--- src/rtl/rank_arb_pkg.sv ---
package rank_arb_pkg;
  localparam int unsigned ARB_N = 5;
  localparam int unsigned ARB_IW = (ARB_N > 1) ? $clog2(ARB_N) : 1;
endpackage

--- src/rtl/rank_chain.sv ---
module rank_chain #(
  parameter int unsigned N  = rank_arb_pkg::ARB_N,
  parameter int unsigned IW = rank_arb_pkg::ARB_IW
) (
  input  logic            clk_i,
  input  logic            rst_ni,
  input  logic            upd_i,
  input  logic [IW-1:0]   pos_i,
  output logic [N*IW-1:0] rank_o
);
  logic [IW-1:0] rank_q [N];
  logic [IW-1:0] win_idx;

  assign win_idx = rank_q[pos_i];

  for (genvar k = 0; k < N; k++) begin : g_slot
    if (k == N - 1) begin : g_tail
      always_ff @(posedge clk_i or negedge rst_ni) begin
        if (!rst_ni)    rank_q[k] <= IW'(k);
        else if (upd_i) rank_q[k] <= win_idx;
      end
    end else begin : g_body
      // slots at or below the winner shift up by one
      always_ff @(posedge clk_i or negedge rst_ni) begin
        if (!rst_ni)                          rank_q[k] <= IW'(k);
        else if (upd_i && (IW'(k) >= pos_i))  rank_q[k] <= rank_q[k+1];
      end
    end
    assign rank_o[k*IW +: IW] = rank_q[k];
  end
endmodule

--- src/rtl/rank_picker.sv ---
module rank_picker #(
  parameter int unsigned N  = rank_arb_pkg::ARB_N,
  parameter int unsigned IW = rank_arb_pkg::ARB_IW
) (
  input  logic            en_i,
  input  logic [N-1:0]    req_i,
  input  logic [N*IW-1:0] rank_i,
  output logic            hit_o,
  output logic [IW-1:0]   pos_o,
  output logic [N-1:0]    gnt_o
);
  logic [IW-1:0] win_idx;

  // scan lowest rank first so the highest-ranked hit wins
  always_comb begin
    hit_o = 1'b0;
    pos_o = '0;
    for (int k = N - 1; k >= 0; k--) begin
      if (req_i[rank_i[k*IW +: IW]]) begin
        hit_o = 1'b1;
        pos_o = IW'(k);
      end
    end
  end

  assign win_idx = rank_i[pos_o*IW +: IW];

  for (genvar j = 0; j < N; j++) begin : g_gnt
    assign gnt_o[j] = en_i & hit_o & (win_idx == IW'(j));
  end
endmodule

--- src/rtl/rank_arbiter.sv ---
module rank_arbiter #(
  parameter int unsigned N  = rank_arb_pkg::ARB_N,
  localparam int unsigned IW = (N > 1) ? $clog2(N) : 1
) (
  input  logic         clk_i,
  input  logic         rst_ni,
  input  logic         en_i,
  input  logic [N-1:0] req_i,
  output logic [N-1:0] gnt_o
);
  logic [N*IW-1:0] rank_flat;
  logic            hit;
  logic [IW-1:0]   pos;

  rank_picker #(.N(N), .IW(IW)) u_picker (
    .en_i  (en_i),
    .req_i (req_i),
    .rank_i(rank_flat),
    .hit_o (hit),
    .pos_o (pos),
    .gnt_o (gnt_o)
  );

  rank_chain #(.N(N), .IW(IW)) u_chain (
    .clk_i (clk_i),
    .rst_ni(rst_ni),
    .upd_i (en_i & hit),
    .pos_i (pos),
    .rank_o(rank_flat)
  );
endmodule

--- config.mk ---
export PLATFORM = sky130hd
export DESIGN_NAME = rank_arbiter
export DESIGN_NICKNAME = d
export VERILOG_FILES = /design/src/rtl/rank_arb_pkg.sv /design/src/rtl/rank_chain.sv /design/src/rtl/rank_picker.sv /design/src/rtl/rank_arbiter.sv
export SDC_FILE = /design/constraint.sdc
export NUM_CORES = 1
export LEC_CHECK = 0
export ABC_AREA = 1
export BUFFER_PORTS_ARGS = -buffer_cell sky130_fd_sc_hd__buf_2
export CAP_MARGIN = 20
export CORE_MARGIN = 2
export CORE_UTILIZATION = 55
export DETAILED_ROUTE_END_ITERATION = 10
export PLACE_DENSITY_LB_ADDON = 0.1
export SETUP_SLACK_MARGIN = 0.4
export SYNTH_ARGS = -nofsm -noshare
export SYNTH_HDL_FRONTEND = slang
export SYNTH_HIERARCHICAL = 1
export SYNTH_SLANG_ARGS = --single-unit
--- constraint.sdc ---
create_clock -name clk_i -period 2.7 [get_ports clk_i]
set_input_delay 0.135 -clock clk_i [delete_from_list [all_inputs] [get_ports clk_i]]
set_output_delay 0.135 -clock clk_i [all_outputs]
set_load 0.02 [all_outputs]
## Word-level counts from Yosys, hierarchy flattened

Index checks and enable logic that the tools add are counted.

| storage, ports and cells | value |
|---|---|
| bits of input ports | 8 |
| flip-flop bits (word level) | 15 |

| cells by class | value |
|---|---|
| multiplexer cells | 23 |
| bitwise gates (word level) | 7 |
| shift-type cells | 1 |
| eq/ne operators | 4 |
| $mul | 1 |
| order comparisons | 10 |
| reductions and logical operators | 5 |

Operators with widths:

| kind | count |
|---|---|
| 3-bit 2-to-1 mux | 7 |
| 3-bit by 4-bit < comparator with 1-bit output, second input constant | 5 |
| 1-bit binary-select mux with 3-bit select | 5 |
| 15-bit by 6-bit indexed part select with 3-bit output | 1 |
| 1-bit 2-to-1 mux | 10 |
| 3-bit binary-select mux with 3-bit select | 1 |
| 1-bit bitwise AND | 6 |
| 3-bit by 2-bit == test with 1-bit output, second input constant | 2 |
| 1-bit by 3-bit >= comparator with 1-bit output, first input constant | 2 |
| 2-bit by 3-bit >= comparator with 1-bit output, first input constant | 2 |
| 3-bit by 2-bit multiplier with 5-bit output, second input constant | 1 |
| 4-bit >= comparator, second input constant | 1 |
| 1-bit logical AND | 4 |
| 3-bit NOT with 4-bit output | 1 |
| 3-bit by 1-bit == test with 1-bit output, second input constant | 1 |
| 3-bit == test, second input constant | 1 |
| 3-bit zero test | 1 |

## Logic depth before layout (Yosys ltp)

| depth | value |
|---|---|
| word-level depth | 11 |
| mapped depth | 16 |
| gate-level depth less buffers | 16 |

## By module

Netlist, hierarchy kept.

Modules (own cells, without submodules):

| module | area an instance (µm²) | sequential area each (µm²) | cells each | instances |
|---|---|---|---|---|
| rank_picker | 734.5 | 0.0 | 131 | 1 |
| rank_chain | 706.9 | 381.6 | 86 | 1 |
| rank_arbiter | 7.5 | 0.0 | 2 | 1 |

## Worst setup path before layout

Ideal clock, no wire load.

| timing | value |
|---|---|
| kind | flip-flop to flip-flop |
| start point | reg u_chain.rank_q (netlist bit u_chain/rank_o[7]) |
| end point | reg u_chain.rank_q (netlist bit u_chain/rank_o[4]) |
| slack | 737 ps |
| buffers on the path | 0 |
| cell stages (with the launch flop) | 12 |
| arrival time | 1,846 ps |
| setup time | 117 ps |
| required time | 2,583 ps |
| path through | dfstp_2 inv_1 nand3_2 nand2_2 a21boi_4 nand2_4 nand2_4 clkinv_1 nor3_4 inv_1 nand2_1 nand2_1 |

| on the way | value |
|---|---|
| cells in the longest elaborated chain, start to end | 7 |
| elaborated cells between the ends (all ways) | 11 |
| classes of those cells | order compare (1); mux (8); bitwise (1); reduce/logical (1) |

Ends and longest elaborated chain:

| item | RTL line | source |
|---|---|---|
| start, declared | rank_chain.sv:11 | `logic [IW-1:0] rank_q [N];` |
| start signal, assigned by index | rank_chain.sv:25 | `if (!rst_ni) rank_q[k] <= IW'(k);` |
| start signal, assigned by index | rank_chain.sv:26 | `else if (upd_i && (IW'(k) >= pos_i)) rank_q[k] <= rank_q[k+1];` |
| 1-bit binary-select mux with 3-bit select | rank_picker.sv:19 | `if (req_i[rank_i[k*IW +: IW]]) begin` |
| 1-bit 2-to-1 mux (not written as such) | rank_picker.sv:19 |  |
| 3-bit 2-to-1 mux (3 in series) | rank_picker.sv:19 |  |
| net pos[1] | rank_arbiter.sv:13 | `logic [IW-1:0] pos;` |
| 1-bit by 3-bit >= comparator with 1-bit output | rank_chain.sv:26 |  |
| 1-bit logical AND | rank_chain.sv:26 |  |

The timed path passes the listed nets, and every way through them passes these cells. The select of a mux whose other input is x is not followed.
A chain may end at the register's enable or synchronous reset.

## Final worst setup path

| timing | value |
|---|---|
| start point | reg u_chain.rank_q (netlist bit u_chain/rank_o[10]) |
| end point | out gnt_o[1] |

| on the way | value |
|---|---|
| cells in the longest elaborated chain, start to end | 10 |
| elaborated cells between the ends (all ways) | 15 |
| classes of those cells | mul (1); eq/ne (1); shift (1); mux (10); bitwise (2) |

Ends and longest elaborated chain:

| item | RTL line | source |
|---|---|---|
| 1-bit binary-select mux with 3-bit select | rank_picker.sv:19 |  |
| 1-bit 2-to-1 mux (not written as such) | rank_picker.sv:19 |  |
| 3-bit 2-to-1 mux (4 in series) | rank_picker.sv:19 |  |
| 3-bit by 2-bit multiplier with 5-bit output | rank_picker.sv:26 | `assign win_idx = rank_i[pos_o*IW +: IW];` |
| 15-bit by 6-bit indexed part select with 3-bit output | rank_picker.sv:26 |  |
| 3-bit by 1-bit == test with 1-bit output | rank_picker.sv:29 | `assign gnt_o[j] = en_i & hit_o & (win_idx == IW'(j));` |
| 1-bit bitwise AND (*) | rank_picker.sv:29 |  |
| end, declared | rank_arbiter.sv:9 | `output logic [N-1:0] gnt_o` |

Mark *: on every way between the ends. The rest lies on a longest branch, timed or not. The select of a mux whose other input is x is not followed.

==> flow_summary.json <==
{
  "status": "completed",
  "arrival_ns": 2.19,
  "diodes": 0,
  "setup_viol_count_final": 0,
  "antenna_found_initial": 0,
  "hold_end": "u_chain/rank_o[14]",
  "drv_cap": 0,
  "clk_path_buf_depth": 2,
  "synth.avg_cell_area_um2": 6.62,
  "ios": 13,
  "synth_common_cells": "nand2_1, nand3_1, inv_1",
  "track_usage_pct": 22.8,
  "drc_errors": 0,
  "place_congestion": 0.855,
  "yosys.area.top_type": "nand2_1",
  "syn_nets": 227,
  "period_minus_slack_ns": 2.32,
  "cts_tree": "done",
  "crit_type": "reg2out",
  "p_per_area_mw_per_mm2": 1310,
  "hpwl_mm": 2.63,
  "root_buffer": "clkbuf_4",
  "slowest_stage": "dfstp_2",
  "r2r_cells": 15,
  "grt_max_degree": 16,
  "synth.most_common_cell": "nand2_1",
  "initial_core_util_pct": 58.5,
  "synth.area.top_cells": "nand2_1, dfrtp_1, nand3_1",
  "syn_area_mm2": 0.00145,
  "path_max_fanout": 8,
  "cp_cell_sequence": "inv_2 > nand2_1 > nand3_1 > nand2_1 > nand2_2 > nand2_4 > inv_2 > nand2_4 > nand2_8 > nand2_2 > nand3_2 > nand2_1 > nand2_1 > nand2_2 > nand2_1 > nor2_2 > buf_6",
  "wl_mm": 3.66,
  "postRouteAntennaNets": 0,
  "rows": 18,
  "maxSlewHeadroom_pct": 76.3,
  "hp-class": "in2reg",
  "numCtsBuffers": 3,
  "insertion_delay_ns": 0.27,
  "total_power_mw": 2.29,
  "worstPathRequired_ns": 2.57,
  "grt_pass1_vias": 1335,
  "die_area_mm2": 0.00306,
  "initialDrtViolationCount": 73,
  "ys_seq_elements": 15,
  "syn_inst": 219,
  "overflow": 0,
  "finalMaxSlewViolations": 0,
  "cp_top_family": "simple AND/OR/NAND/NOR gates",
  "crit-reg2reg-launch": "u_chain/rank_o[10]",
  "rsz0062_at_grt": "yes",
  "dieWidth_um": 55.3,
  "core_mm2": 0.00248,
  "timing.rr.end": "u_chain/rank_o[5]",
  "post_dp_cell_area_mm2": 0.00154,
  "irDropWorstVdd_mv": 0.943,
  "clkSlewWorstSetupHoldPaths_ns": 0.08,
  "synth_largest_type_area_fraction_pct": 22.5,
  "clock_skew_ns": 0.00169,
  "synth.distinct_cells": 26,
  "dr.pass1.iters": 4,
  "hold_start": "en_i",
  "io_buffers": 12,
  "fin_util_pct": 70.5,
  "ys_seq_area_share_pct": 26.3,
  "hold_ws_ns": 0.270,
  "startpoint": "u_chain/rank_o[10]",
  "largest_reg_flops": 15,
  "vias_per_cell": 5.56,
  "min_period_over_period_pct": 86.1,
  "hold_violations": 0,
  "final_area_mm2": 0.00175,
  "worstMarginPinSlew_ns": 0.354,
  "cp-end-kind": "output port",
  "rrSetupSlack_ns": 0.48,
  "cp_common_cell": "nand2_1",
  "fill_cells": 209,
  "synth_top_flop_cell": "dfrtp_1",
  "die_height_um": 55.3,
  "p_leak_nw": 0.870,
  "async_reset_ff_share_pct": 100,
  "htree_levels": 1,
  "critPathLaunchType": "flop",
  "setup_tns_ns": 0,
  "wl_per_cell_um": 13.3,
  "drive_gt1_share_pct": 39.2,
  "syn2layout_area_growth_pct": 20.5,
  "synth_edf_count": 0,
  "crit_buf_inv": 3,
  "num_vias": 1528,
  "clkSinkCount": 15,
  "yosysWarnings": 6,
  "nets": 254,
  "hold_depth": 6,
  "fmax_mhz": 430,
  "grt_pass1_wl_mm": 5.79,
  "cpPeakStageDelay_ns": 0.58
}
-- layout make-up --
cell class	count	area, um^2	area share, %
Clock buffer	4	26.3	1.51
Tap cell	30	37.5	2.15
Sequential cell	15	383	21.9
Timing Repair Buffer	23	165	9.46
Multi-Input combinational cell	170	996	57.1
Inverter	33	138	7.89
-- worst max path at each step --
stage,endpoint,cells after the start
2_1_floorplan,u_chain/rank_o[4],11
3_3_place_gp,u_chain/rank_o[4],11
3_5_place_dp,u_chain/rank_o[5],11
4_1_cts,gnt_o[1],13
5_1_grt,gnt_o[3],15
6_report,gnt_o[1],17
-- per-layer routing --
| layer | vias up | GRT usage, % | wire length [um] |
|---|---|---|---|
| met5 | - | 0 | 0 |
| met4 | 0 | 8.01 | 34 |
| met3 | 4 | 1.17 | 193 |
| met2 | 59 | 39.8 | 1890 |
| met1 | 717 | 29.9 | 1540 |
| li1 | 748 | - | - |
-- placed cells by master (no fill, tap or decap), types with 2 or more instances in the layout --
| cell type | instances |
|---|---|
| nand2_1 | 79 |
| inv_4 | 3 |
| nor2_2 | 4 |
| inv_2 | 11 |
| nor2_4 | 3 |
| nand2_2 | 16 |
| clkbuf_4 | 3 |
| inv_1 | 17 |
| nand3_1 | 23 |
| buf_6 | 2 |
| o21ai_2 | 2 |
| nand4_1 | 7 |
| buf_4 | 13 |
| a21oi_1 | 2 |
| dfrtp_1 | 9 |
| nand2_4 | 6 |
| nand3_2 | 9 |
| nand3_4 | 2 |
| buf_2 | 7 |
| dfstp_2 | 5 |
| o21ai_0 | 8 |
| a21oi_2 | 2 |
-- where the power goes --
group / switching [mW] / total [mW] / internal [mW] / leakage (nW)
clock: 0.0631 / 0.120 / 0.0572 / 0.0150
sequential: 0.111 / 0.432 / 0.320 / 0.183
combinational: 1.11 / 1.74 / 0.627 / 0.672
total: 1.28 / 2.29 / 1.00 / 0.870
-- timing repair --
item / in CTS / in global routing
gates resized for setup: 1 / 30
buffers inserted: 5 / 5
pin swaps: 1 / 11
hold buffers: 1 / 0
setup endpoints to repair: 5 / 5
hold endpoints to repair: 10 / 0
-- kinds of logic (layout without fill, tap and decap cells) --
group                  Yosys count  after routing  share of synthesized area [%]
AOI/OAI and AO/OA               18             18                           9.15
DFF                             15             15                           26.3
and+or+nand+nor                152            152                           54.8
buffers and inverters           34             60                           9.67
-- metrics by stage --
| step | std cells | worst slack (ns) |
|---|---|---|
| CTS | 270 | 0.397 |
| global placement | 260 | 0.479 |
| floorplan | 219 | 0.737 |
| detailed placement | 260 | 0.463 |
| global route | 275 | 0.195 |
| finish | 275 | 0.377 |
-- tightest hold or removal path: cells and delay by family --
kind	cells	cell delay (ns)
buf+inv	2	0.15
simple gates	4	0.26
Note: power is estimated with default switching activity, not from simulation.
